===== src/rtl/tdm_out_poller.sv =====
module tdm_out_poller #(
  parameter int NCH    = 18,
  parameter int NIDLE  = 2,
  parameter logic [31:0] SPACER = 32'hD000_0000
) (
  input  logic                 clk,
  input  logic                 rst_n,
  input  logic                 adv_en,
  input  logic                 run_en,
  input  logic                 link_up,
  input  logic                 trig_seen,
  input  logic [NCH-1:0]       fifo_empty,
  input  logic [NCH*33-1:0]    fifo_rd_data,
  output logic [NCH-1:0]       fifo_pop,
  output logic [31:0]          tx_data,
  output logic [1:0]           tx_ctl,
  output logic [$clog2(NCH+1+NIDLE)-1:0] slot_num
);
  localparam int NSLOT = NCH + 1 + NIDLE;
  localparam int AW    = $clog2(NSLOT);
  localparam logic [AW-1:0] SPC_SLOT  = AW'(NCH);
  localparam logic [AW-1:0] LAST_SLOT = AW'(NSLOT - 1);
  localparam logic [1:0] CTL_IDLE = 2'b00;
  localparam logic [1:0] CTL_DATA = 2'b01;

  logic [AW-1:0] slot_q;
  logic          armed_q;
  logic          active;
  logic          is_chan;
  logic [AW-1:0] sel;
  logic [32:0]   head;
  logic          have;
  logic [31:0]   chan_w, empty_w, nxt_data;
  logic [1:0]    nxt_ctl;

  assign active  = run_en & link_up & armed_q;
  assign is_chan = slot_q < SPC_SLOT;
  assign sel     = is_chan ? slot_q : '0;
  assign head    = fifo_rd_data[int'(sel)*33 +: 33];
  assign have    = is_chan & ~fifo_empty[sel];

  always_comb begin
    chan_w     = head[31:0];
    chan_w[27] = head[32];
    chan_w[26] = 1'b0;
    chan_w[26] = ~^chan_w;
  end

  assign empty_w = {4'b0000, 4'(slot_q), 24'h0};

  always_comb begin
    if (is_chan) begin
      nxt_data = have ? chan_w : empty_w;
      nxt_ctl  = CTL_DATA;
    end else if (slot_q == SPC_SLOT) begin
      nxt_data = SPACER;
      nxt_ctl  = CTL_DATA;
    end else begin
      nxt_data = '0;
      nxt_ctl  = CTL_IDLE;
    end
  end

  assign fifo_pop = (adv_en & active & have) ? (NCH'(1) << sel) : '0;

  always_ff @(posedge clk or negedge rst_n) begin
    if (!rst_n) begin
      slot_q  <= SPC_SLOT;
      armed_q <= 1'b0;
      tx_data <= '0;
      tx_ctl  <= CTL_IDLE;
    end else begin
      armed_q <= link_up & (armed_q | trig_seen);
      if (!active) begin
        slot_q  <= SPC_SLOT;
        tx_data <= '0;
        tx_ctl  <= CTL_IDLE;
      end else if (adv_en) begin
        slot_q  <= (slot_q == LAST_SLOT) ? '0 : slot_q + 1'b1;
        tx_data <= nxt_data;
        tx_ctl  <= nxt_ctl;
      end
    end
  end

  assign slot_num = slot_q;
endmodule

===== config.mk =====
export PLATFORM = sky130hd
export DESIGN_NAME = tdm_out_poller
export DESIGN_NICKNAME = d
export VERILOG_FILES = /design/src/rtl/tdm_out_poller.sv
export SDC_FILE = /design/constraint.sdc
export NUM_CORES = 1
export LEC_CHECK = 0
export BUFFER_PORTS_ARGS = -buffer_cell sky130_fd_sc_hd__buf_4
export CORE_AREA = 4 4 261 263
export CTS_CLUSTER_DIAMETER = 120
export DETAILED_ROUTE_END_ITERATION = 10
export DIE_AREA = 0 0 265 267
export PLACE_DENSITY = 0.3
export SETUP_SLACK_MARGIN = 0.3
export SYNTH_ARGS = -nofsm -noshare
export SYNTH_HDL_FRONTEND = slang
export SYNTH_SLANG_ARGS = --single-unit

===== constraint.sdc =====
create_clock -name clk -period 4.5 [get_ports clk]
set_clock_uncertainty 0.2 [all_clocks]
set_input_delay 0.45 -clock clk [delete_from_list [all_inputs] [get_ports clk]]
set_output_delay 0.45 -clock clk [all_outputs]
set_load 0.05 [all_outputs]

Word level (Yosys, flattened, before mapping)
Cells that the tools add are included.
{ "word_totals": {"elab_cells": 38, "ff_bits": 40, "output_inout_bits": 57} }
{ "op_classes": {"n_reduce_logical": 1, "bitwise": 8, "n_mul": 1, "n_mux": 16, "n_addsub": 1, "shifts": 2, "eq_ne": 3, "order_cmp": 2} }
{ "ops": {"columns": ["op", "n"], "rows": [
  ["$shiftx A594 B12 Y33", 1],
  ["$mux W32", 5],
  ["$reduce_xnor A32 Y1", 1],
  ["$mux W5", 4],
  ["$mux W18", 1],
  ["$shl A1 B5 Y18 const A", 1],
  ["$mul A5 B6 Y11 const B", 1],
  ["$eq A5 B5 Y1 const B", 2],
  ["$and A1 B1 Y1", 6],
  ["$lt A5 B6 Y1 const B", 1],
  ["$add A5 B1 Y5 const B", 1],
  ["$bmux W1 S5", 1],
  ["$lt A5 B5 Y1 const B", 1],
  ["$mux W2", 2],
  ["$mux W1", 3],
  ["$ne A2 B2 Y1 const B", 1],
  ["$not A1 Y1", 1],
  ["$or A1 B1 Y1", 1]
]} }

Logic depth before layout (Yosys ltp)
Gate-level depths: netlist of the first run.
{ "depth": {"word_depth": 10, "ltp_mapped": 19, "mapped_depth_nobuf": 11} }

Worst setup path after synthesis of the first run
No wires, ideal clock.
{ "synth_path": {"path_kind": "register to output", "from": "register slot_q[0] (netlist: slot_num[0])", "to": "output fifo_pop[16]", "n_path_buf": 10, "setup_slack_ps": -489, "path_stages_with_launch": 17, "arrival_time_ps": 4339, "required_ps": 3850, "cell_sequence": "dfrtp_1 buf_6 buf_12 buf_12 buf_12 buf_12 buf_8 buf_12 buf_6 buf_6 mux2_1 a221oi_1 a221oi_1 nor3_2 o21ai_2 buf_2 nor3_1"} }
{ "synth_via": {"elab_chain_cells": 8, "word_cells_on_any_way": 9} }
{ "synth_rtl": {"columns": ["element", "line_no", "text"], "rows": [
  ["start: declaration", "26", "logic [AW-1:0] slot_q;"],
  ["start signal: assignment", "79", "slot_q <= (slot_q == LAST_SLOT) ? '0 : slot_q + 1'b1;"],
  ["$lt A5 B5 Y1", "37", "assign is_chan = slot_q < SPC_SLOT;"],
  ["$mux W5", "38", "assign sel = is_chan ? slot_q : '0;"],
  ["$bmux W1 S5", "40", "assign have = is_chan & ~fifo_empty[sel];"],
  ["$mux W1 (implied by the code)", "40", null],
  ["$not A1 Y1", "40", null],
  ["$and A1 B1 Y1", "40", null],
  ["$and A1 B1 Y1", "64", "assign fifo_pop = (adv_en & active & have) ? (NCH'(1) << sel) : '0;"],
  ["$mux W18 (*)", "64", null],
  ["end: declaration", "14", "output logic [NCH-1:0] fifo_pop,"]
]} }
Mark *: on every way between the ends. The rest lies on a longest branch, timed or not. The select of a mux whose other input is x is not followed.

Worst setup path after layout of the first run
{ "layout_path": {"from": "register slot_q[1] (netlist: slot_num[1])", "to": "register tx_data[26]"} }
{ "layout_via": {"elab_chain_cells": 10, "word_cells_on_any_way": 13} }
{ "layout_rtl": {"columns": ["element", "line_no", "text"], "rows": [
  ["branches (longest 7 deep; another with $mul A5 B6 Y11)", null, null],
  ["$mux W32 (*)", "52", "if (is_chan) begin"],
  ["$mux W32 (*)", "78", "end else if (adv_en) begin"],
  ["$mux W32 (*)", "74", "if (!active) begin"],
  ["end signal: assignment", "80", "tx_data <= nxt_data;"],
  ["end: declaration", "15", "output logic [31:0] tx_data,"]
]} }
Every way passes the cells marked *. The select of a mux whose other input is x is not followed.
A chain may end at the register's enable or synchronous reset.

==> reports/results.tsv, run 1 <==
stage	metric	value	unit
layout	fin nets	2165	
route	First-pass DRT Iterations	5	
placed_design	PortBufs	637	
placed_design	worst slack at placement	0.00245	ns
setup_path	Crit Reg-Reg Startpoint	slot_num[1]$_DFFE_PN1P_	
setup_path	Arr. time, crit path	4.03	ns
grt	vias in the first global route	11600	
route	drc violations	0	
timing	Fin Hold WS	0.170	ns
route	routed vias	10600	
timing	unrepaired setup endpoints after global routing	true	
die	Die Span X	265	um
route	final WL	72200	um
setup_path	CP max stage cell	dfstp_4	
logic_synthesis	syn nets	1481	
die	number of I/O pins	675	
clocking	Worst-Skew Late Latency	0.29	ns
status	status	complete, no violations	
die	Initial Utilization	10.9	%
die	Die Height	267	um
setup_path	crit-path cells	buf_4, buf_4, and2b_4, buf_4, buf_4, nand2_1, o221ai_1, a22o_1, a221oi_4, buf_6, xor2_4, xnor2_2, xnor3_1, xnor3_1, mux2i_1, o21ai_1	
clocking	CTS H-tree lvls	2	
layout	Layout Cells excl Fill	2416	
timing	Hold Fails Final Rpt	0	
clocking	clock sink count	39	
setup_path	R2R Path End	tx_data[26]$_DFFE_PN0P_	
placed_design	DP Wirelength	59200	um
power_and_ir_drop	overall power	0.00156	W
grt	maximum number of pins on one net before global-route repair	56	
layout	commonest non-fill, non-tap cell in the layout	buf_4	
setup_path	crit-path max FO	15	
logic_synthesis	Yosys top cell area share	12.9	%
clocking	clk slew on worst S/H paths	0.07	ns
setup_path	Reg2Reg Setup Slack	0.45	ns
power_and_ir_drop	worst vdd ir	0.115	mV
placed_design	Cells after DPL	2354	
clocking	TritonCTS Buffers	5	
logic_synthesis	flop and latch count out of synthesis	39	
layout	filler cell count	7438	
die	row cnt	94	
die	CORE AREA	65600	sq um
logic_synthesis	Yosys top cell by area	dfrtp_1	
logic_synthesis	EDFF count, synth	0	
timing	TNS Setup	0	ns
timing	setup ws final	0.446	ns
logic_synthesis	Syn Std Cell Area	7180	sq um
layout	most frequent cells in the layout	748 x buf_4, 85 x nand2_1, 81 x mux2i_1	
timing	setup violators final	0	
die	die footprint	70800	sq um
route	first-iteration detailed-routing DRC count	522	
layout	layout cells sized above 1	58.3	%
timing	final slew viol count	0	
setup_path	Worst EP required	4.48	ns
setup_path	Crit. End Element	register	
power_and_ir_drop	Leak	6.09	nW
clocking	CTS tree	built	
setup_path	Reg2Reg Depth	16	
timing	crit share post-route	90.1	%
setup_path	CP max stage delay	0.65	ns
logic_synthesis	Async SR Flop Fraction	100	%
grt	first-pass GRT wire length	95400	um
clocking	Max Root-Sink Buffers	2	
placed_design	Placer Congestion	0.868	
logic_synthesis	Synth Area per Inst	8.35	sq um
grt	Tot GR Track Use	19.0	%
setup_path	Worst setup startpoint	slot_num[1]$_DFFE_PN1P_	
route	antenna viol nets, final	0	
setup_path	Critical path destination	tx_data[26]$_DFFE_PN0P_	
logic_synthesis	cells taking the most area after synthesis	dfrtp_1 13%, mux2i_1 11%, o221ai_1 7.8%, a21oi_1 4.6%, nand2_1 4.5%	
logic_synthesis	Seq/Total Area, Yosys	13.6	%
logic_synthesis	Synth cell types	90	
timing	fmax	0.247	GHz
route	Vias/cell	4.37	
min_path	Worst Hold Class	input port to register	
setup_path	most frequent CP cell	buf_4	
grt	initial antenna violation count	11	
logic_synthesis	commonest register cell after synthesis	dfrtp_1	
grt	grt total ovfl	0	
layout	Area growth syn-to-layout	98.6	%
timing	Rel. slew slack	29.8	%
setup_path	Crit Path Category	register to register	
power_and_ir_drop	PD cells	109	nW/um^2
timing	Tmin final	4.05	ns
logic_synthesis	synth warn	0	
logic_synthesis	cells after synthesis	860	
flow_run	Max-cap violations	0	
timing	worst-margin pin slew	1.05	ns
clocking	Root Driver	clkbuf_16	
setup_path	Worst Setup Start Kind	register	
route	WL/cell	29.9	um
## per-stage QoR
step	util, %	cell area (sq um)
2_1_floorplan	-	7330
3_3_place_gp	20.3	13300
6_report	21.7	14300
4_1_cts	21.1	13900
3_5_place_dp	20.3	13300
5_1_grt	21.7	14300
## state kept, by name, indices dropped and copies added, names as in the netlist
name	flops
tx_data	32
tx_ctl	1
armed_q	1
slot_num	5
## worst max-delay path, delay by kind of cell (launching register included)
| kind | cells | cell delay [ns] |
|---|---|---|
| AOI/OAI and AO/OA | 4 | 0.48 |
| xor gates and xnor gates | 4 | 1.07 |
| DFF | 1 | 0.65 |
| muxes | 1 | 0.14 |
| buffers and inverters | 5 | 1.00 |
| and+or+nand+nor | 2 | 0.38 |
## area by class of cell
| cell class | count | area, sq um | area share, % |
|---|---|---|---|
| timing repair buffer | 776 | 6130 | 43.0 |
| inverter | 10 | 41.3 | 0.289 |
| sequential | 39 | 995 | 6.97 |
| tap | 864 | 1080 | 7.58 |
| clock inverter | 3 | 43.8 | 0.307 |
| multi-input combinational | 712 | 5830 | 40.9 |
| antenna | 7 | 17.5 | 0.123 |
| clock buffer | 5 | 125 | 0.877 |
## metal layers
metal,vias up,global-route usage [%],wire length [um]
met5,-,0,34
met4,6,4.14,1520
met3,62,4.83,5770
met2,545,35.2,36800
met1,5112,22.0,28100
li1,4835,-,-
## power breakdown
| group | leakage (nW) | internal (W) | switching (W) |
|---|---|---|---|
| logic | 5.48 | 0.000506 | 0.000271 |
| clock network | 0.0838 | 0.000262 | 0.000167 |
| registers | 0.530 | 0.000352 | 0.00000170 |
## kinds of logic after synthesis
| family | count (synthesis) | synth area share (%) |
|---|---|---|
| muxes | 125 | 19.5 |
| AOI/OAI and AO/OA | 368 | 38.4 |
| DFF | 39 | 13.6 |
| and+or+nand+nor | 189 | 13.5 |
| buffers and inverters | 109 | 10.4 |
| adders and majority gates | 3 | 0.523 |
| xor gates and xnor gates | 26 | 4.04 |
| other | 1 | 0.0522 |
## synth_stat cells (7+ instances only)
master    number
a31oi_1       11
nand2b_1       7
buf_1         10
a222oi_1      13
mux2_1        11
buf_2         35
mux2i_1       81
xnor2_1       16
a22o_1        22
a211oi_1      10
dfrtp_1       37
nand3_1       13
nor2_1        40
a22oi_1       17
o21ai_1        7
buf_6         16
clkbuf_1      18
inv_1          9
buf_4         11
mux2_2        23
a21oi_1       66
a221oi_1      29
o21ai_0       46
nor3_2        10
o221ai_1      64
o22ai_1       14
nand2_1       87
## worst min path at each step
stage,startpoint,endpoint,slack (ns),depth (start not counted)
2_1_floorplan,rst_n,armed_q$_DFF_PN0_,-0.05,0
3_3_place_gp,tx_data[17]$_DFFE_PN0P_,tx_data[17]$_DFFE_PN0P_,0.27,2
3_5_place_dp,tx_ctl[0]$_DFFE_PN0P_,tx_ctl[0]$_DFFE_PN0P_,0.28,1
4_1_cts,trig_seen,armed_q$_DFF_PN0_,0.17,2
5_1_grt,trig_seen,armed_q$_DFF_PN0_,0.17,2
6_report,trig_seen,armed_q$_DFF_PN0_,0.17,2
## what timing repair did
item,in CTS,in global routing
endpoints found under the setup margin,19,16
gates resized for setup,14,31
gates cloned,1,2
endpoints found under the hold margin,37,0
setup buffers,21,22
hold buffers,1,0
pin swaps,7,17
(Power assumes the default switching activity.)
==> run 2: changes to the inputs <==
Settings changed: GPL_TIMING_DRIVEN from default to 0.
==> run 2 against run 1 <==
The flow now finishes with violations (negative setup slack); critical path type is now register to output port; critical path depth grew 2; register-to-register slack lost 0.36 ns; clock power shrank 13%; utilization grew 0.76 points; combinational power grew 5.8%; setup slack lost 0.54 ns; total power shrank 0.57%; flip-flop and latch count is the same; routed wire length grew 6.7%; first-iteration DRC count grew 19%; highest routed layer unchanged; design area grew 3.5%.
==> reports/results.tsv, run 2 (synthesis results as in run 1) <==
stage	metric	value	unit
setup_path	Arr. time, crit path	3.95	ns
setup_path	CP max stage cell	dfrtp_2	
grt	grt total ovfl	0	
grt	vias in the first global route	12000	
setup_path	CP bufs+invs	10	
layout	Largest Register	tx_data	
route	drc violations	0	
power_and_ir_drop	PD cells	105	nW/um^2
clocking	Max Root-Sink Buffers	2	
route	first-iteration detailed-routing DRC count	620	
status	status	finished with violations	
setup_path	crit-path max FO	6	
grt	first-pass GRT wire length	102000	um
clocking	TritonCTS Buffers	5	
grt	Tot GR Track Use	20.6	%
setup_path	Crit Path Category	register to output port	
timing	unrepaired setup endpoints after global routing	true	
layout	most frequent cells in the layout	698 x buf_4, 84 x nand2_1, 81 x mux2i_1	
setup_path	Crit. End Element	output port	
timing	fmax	0.217	GHz
layout	commonest non-fill, non-tap cell in the layout	buf_4	
timing	Fin Hold WS	0.164	ns
die	Die Height	267	um
power_and_ir_drop	overall power	0.00155	W
grt	initial antenna violation count	9	
clocking	clk slew on worst S/H paths	0.06	ns
timing	setup ws final	-0.0979	ns
placed_design	Placer Congestion	0.849	
grt	maximum number of pins on one net before global-route repair	40	
timing	Tmin final	4.60	ns
clocking	clock sink count	39	
placed_design	PortBufs	637	
layout	fin nets	2192	
setup_path	Worst EP required	3.85	ns
die	CORE AREA	65600	sq um
power_and_ir_drop	Leak	6.33	nW
power_and_ir_drop	worst vdd ir	0.138	mV
min_path	Worst Hold Class	input port to register	
route	final WL	77000	um
timing	final slew viol count	0	
layout	Layout Cells excl Fill	2443	
status	violated checks	negative setup slack	
layout	layout cells sized above 1	59.9	%
timing	Hold Fails Final Rpt	0	
layout	Core Util, Final	22.5	%
setup_path	CP max stage delay	0.43	ns
flow_run	Max-cap violations	0	
layout	filler cell count	7450	
die	Initial Utilization	10.9	%
setup_path	Worst Setup Start Kind	register	
die	row cnt	94	
placed_design	DP Wirelength	63900	um
setup_path	CP top delay family	buffers and inverters	
die	die footprint	70800	sq um
timing	setup violators final	14	
timing	crit share post-route	102	%
timing	worst-margin pin slew	0.848	ns
route	First-pass DRT Iterations	7	
timing	Rel. slew slack	43.3	%
route	antenna viol nets, final	0	
die	number of I/O pins	675	
route	routed vias	10800	
clocking	CTS tree	built	
clocking	CTS H-tree lvls	2	
clocking	Worst-Skew Late Latency	0.29	ns
setup_path	most frequent CP cell	buf_12	
route	WL/cell	31.5	um
route	Vias/cell	4.41	
die	Die Span X	265	um
layout	max FFs per register	32	
placed_design	worst slack at placement	-0.980	ns
layout	Area growth syn-to-layout	106	%
placed_design	Cells after DPL	2362	
setup_path	crit-path cells	buf_12, buf_12, buf_12, buf_12, buf_12, buf_12, buf_12, buf_12, buf_12, mux2_4, a222oi_1, o22ai_2, nor3_4, nor2_4, nor2_8, nand3_4, nor3_4, buf_6	
clocking	Root Driver	clkbuf_16	
run 2: cell count changes in the layout (fill, tap and decap cells not counted), sizes merged:
cell      before  now
bufinv         1    0
clkinvlp       1    3
clkinv         2    0
inv            9   10
clkbuf         7   27
buf          772  779
run 2: area by class of cell:
cell class                 instances  area (sq um)  share of cell area, %
timing repair buffer             704          5450                   36.9
multi-input combinational        712          6030                   40.9
inverter                          10          41.3                  0.280
clock inverter                     3          23.8                  0.161
clock buffer                       5           125                  0.847
antenna                            7          17.5                  0.119
tap                              864          1080                   7.32
buffer                            99          1010                   6.83
sequential                        39           980                   6.64
run 2: worst reg2reg max path, stage by stage (launching register included):
cell and delay (ns):
dfrtp_2 0.43, buf_12 0.14, buf_12 0.12, buf_12 0.12, buf_4 0.12, buf_6 0.11
buf_6 0.11, mux2_4 0.32, a222oi_1 0.57, o211ai_1 0.29, a2bb2oi_4 0.25, xnor2_2 0.16
xnor3_1 0.25, xnor3_1 0.43, xnor3_1 0.42, mux2i_1 0.18, o21ai_1 0.08
run 2: final timing paths:
path                       cells after the start  slack, ns                      end                     from
min reg2reg                                    2       0.28  tx_data[23]$_DFFE_PN0P_  tx_data[23]$_DFFE_PN0P_
max                                           18       -0.1              fifo_pop[1]  slot_num[0]$_DFFE_PN0P_
max in group asynchronous                      2       3.19  slot_num[0]$_DFFE_PN0P_                    rst_n
min                                            2       0.16        armed_q$_DFF_PN0_                trig_seen
max reg2reg                                   16       0.09  tx_data[26]$_DFFE_PN0P_  slot_num[0]$_DFFE_PN0P_
min in group asynchronous                      2       0.51  tx_data[27]$_DFFE_PN0P_                    rst_n
run 2: what timing repair did:
action / 4_1_cts / 5_1_grt
hold buffers: 1 / 0
gates resized for setup: 179 / 48
cloned: 1 / 0
pin swaps: 40 / 25
endpoints found under the setup margin: 50 / 19
buffers inserted: 52 / 12
endpoints found under the hold margin: 37 / 0
run 2: layer usage:
metal	vias to the layer above	GRT usage [%]	share of wire, %
met2	543	38.5	52
met1	5273	23.9	39
li1	4889	-	-
met3	62	4.72	7.2
met5	-	0	0.044
met4	6	4.53	2.1
run 2: report_power, final:
group / switching (W) / leakage, nW / internal [W]
clock: 0.000168 / 0.0665 / 0.000208
sequential: 0.00000148 / 0.534 / 0.000352
combinational: 0.000295 / 5.72 / 0.000527
total: 0.000464 / 6.33 / 0.00109
run 2: metrics by stage:
| stage | instance area (sq um) | TNS (ns) |
|---|---|---|
| floorplan | 7330 | 0 |
| global placement | 13200 | -27.51 |
| detailed placement | 13200 | -24.10 |
| CTS | 14500 | -0.378 |
| global route | 14800 | -3.93 |
| finish | 14800 | -0.544 |
==> run 3: changes to the inputs <==
Settings changed: CORE_AREA 4 4 261 263 to 4 4 259 261, DIE_AREA 0 0 265 267 to 0 0 263 265, RECOVER_POWER from default to 100.
Clock period 4.5 ns to 5.45 ns, I/O delays scaled along.
==> run 3 against run 2 <==
The flow finishes with violations (max-capacitance violations, max-slew violations); routed wire length hardly changed; sequential share of layout area is 0.66 points higher; cell count is 2.1% lower; first-iteration DRC count is 2.6% lower; critical path depth stayed put; utilization is 1.7 points lower; non-clock buffer count is 43 lower; flip-flop and latch count stayed put; total power is 19% lower; global-route usage is 0.30 points higher; design area is 9.1% lower; critical path type unchanged; critical endpoint unchanged; highest routed layer unchanged.
==> reports/results.tsv, run 3 (synthesis results as in run 1) <==
stage	metric	value	unit
timing	worst-margin pin slew	2.31	ns
clocking	TritonCTS Buffers	5	
die	die footprint	69700	sq um
grt	first-pass GRT wire length	102000	um
timing	crit share post-route	93.2	%
status	status	finished with violations	
layout	max FFs per register	32	
clocking	clk slew on worst S/H paths	0.06	ns
setup_path	CP max stage delay	0.65	ns
die	CORE AREA	64500	sq um
layout	Core Util, Final	20.8	%
grt	vias in the first global route	11600	
route	antenna viol nets, final	0	
setup_path	Worst Setup Start Kind	register	
layout	layout cells sized above 1	51.2	%
layout	commonest non-fill, non-tap cell in the layout	buf_4	
layout	Area growth syn-to-layout	86.7	%
timing	Hold Fails Final Rpt	0	
placed_design	PortBufs	637	
layout	fin nets	2149	
setup_path	crit-path max FO	10	
layout	filler cell count	7494	
setup_path	CP max stage cell	dfstp_1	
placed_design	worst slack at placement	-0.253	ns
die	Die Span X	263	um
timing	final slew viol count	40	
layout	Largest Register	tx_data	
clocking	Max Root-Sink Buffers	2	
setup_path	Crit. End Element	output port	
placed_design	DP Wirelength	65100	um
clocking	clock sink count	39	
setup_path	Arr. time, crit path	4.33	ns
grt	maximum number of pins on one net before global-route repair	40	
clocking	Root Driver	clkbuf_16	
route	final WL	77000	um
timing	unrepaired setup endpoints after global routing	false	
grt	grt total ovfl	0	
die	Die Height	265	um
timing	fmax	0.197	GHz
clocking	CTS tree	built	
setup_path	Worst EP required	4.70	ns
power_and_ir_drop	Leak	5.68	nW
die	Initial Utilization	11.1	%
power_and_ir_drop	worst vdd ir	0.102	mV
route	drc violations	0	
route	Vias/cell	4.45	
route	First-pass DRT Iterations	5	
grt	initial antenna violation count	13	
route	WL/cell	32.2	um
clocking	CTS H-tree lvls	2	
placed_design	Placer Congestion	0.845	
timing	setup violators final	0	
power_and_ir_drop	PD cells	94.0	nW/um^2
grt	Tot GR Track Use	20.9	%
timing	Tmin final	5.08	ns
setup_path	crit-path cells	buf_12, nand2b_1, clkbuf_4, nor2_4, buf_8, buf_4, buf_6, buf_6, buf_4, a222oi_1, o22ai_1, nor3_2, buf_4, nor2_4, nor2_8, nand3_4, nor3_1, buf_6	
die	row cnt	93	
route	routed vias	10600	
status	violated checks	max-capacitance violations, max-slew violations	
layout	most frequent cells in the layout	615 x buf_4, 87 x nand2_1, 81 x mux2i_1	
route	first-iteration detailed-routing DRC count	604	
clocking	CTS Hold Bufs	0	
setup_path	Crit Path Category	register to output port	
min_path	Worst Hold Class	input port to register	
clocking	Worst-Skew Late Latency	0.29	ns
timing	Rel. slew slack	-54.3	%
flow_run	Max-cap violations	1	
die	number of I/O pins	675	
timing	setup ws final	0.372	ns
==> run 3: where the power goes <==
group	internal (W)	switching, W	total (W)	leakage [nW]
Combinational	0.000410	0.000237	0.000647	5.07
Clock	0.000195	0.000128	0.000323	0.0762
Sequential	0.000291	0.000000975	0.000292	0.535
==> run 3: path summary, 6_finish.rpt <==
kind / start / endpoint / slack (ns) / depth (start not counted)
max in group asynchronous: rst_n / tx_data[7]$_DFFE_PN0P_ / 2.98 / 1
setup / recovery: slot_num[1]$_DFFE_PN1P_ / fifo_pop[1] / 0.37 / 18
hold / removal: trig_seen / armed_q$_DFF_PN0_ / 0.26 / 2
setup reg to reg: slot_num[3]$_DFFE_PN0P_ / tx_data[26]$_DFFE_PN0P_ / 0.48 / 14
hold reg to reg: tx_data[20]$_DFFE_PN0P_ / tx_data[20]$_DFFE_PN0P_ / 0.28 / 2
min in group asynchronous: rst_n / tx_data[5]$_DFFE_PN0P_ / 0.74 / 1
==> run 3: per-stage QoR <==
stage / hold WS [ns] / setup TNS [ns] / cells / power (W) / instance area (sq um)
after floorplan: 0.0494 / 0 / 860 / 0.000509 / 7180
after global placement: 0.267 / -0.857 / 2352 / 0.000945 / 13000
after detailed placement: 0.276 / -0.709 / 2353 / 0.000948 / 13100
after CTS: 0.0688 / 0 / 2372 / 0.00128 / 13500
after global routing: 0.273 / 0 / 2390 / 0.00132 / 13400
final: 0.261 / 0 / 2391 / 0.00126 / 13400
==> run 3: critical path: cells and delay by family (launching register included) <==
| family | cells | cell delay [ns] |
|---|---|---|
| compound gates | 2 | 0.67 |
| buf+inv | 9 | 1.63 |
| flops | 1 | 0.65 |
| simple gates | 7 | 1.06 |
==> run 3: cell type report <==
type | instances | area (sq um) | area share, %
antenna | 7 | 17.5 | 0.131
buffer | 99 | 798 | 5.95
clock buffer | 7 | 153 | 1.14
clock inverter | 1 | 7.51 | 0.0560
inverter | 10 | 37.5 | 0.280
multi-input combinational | 712 | 5510 | 41.1
sequential | 39 | 978 | 7.29
tap | 855 | 1070 | 7.97
timing repair buffer | 661 | 4840 | 36.1
==> run 3: layer usage <==
metal | routed length (um) | GRT usage, % | vias to the layer above | share of wire [%]
li1 | - | - | 4805 | -
met1 | 30100 | 24.6 | 5253 | 39
met2 | 40500 | 40.0 | 536 | 53
met3 | 5450 | 4.45 | 34 | 7.1
met4 | 952 | 2.33 | 2 | 1.2
met5 | 14 | 0 | - | 0.018
==> run 3: repair_timing <==
action / 4_1_cts / 5_1_grt
buffers inserted: 11 / 12
setup endpoints to repair: 19 / 19
pin swaps: 6 / 9
gates resized for setup: 48 / 17
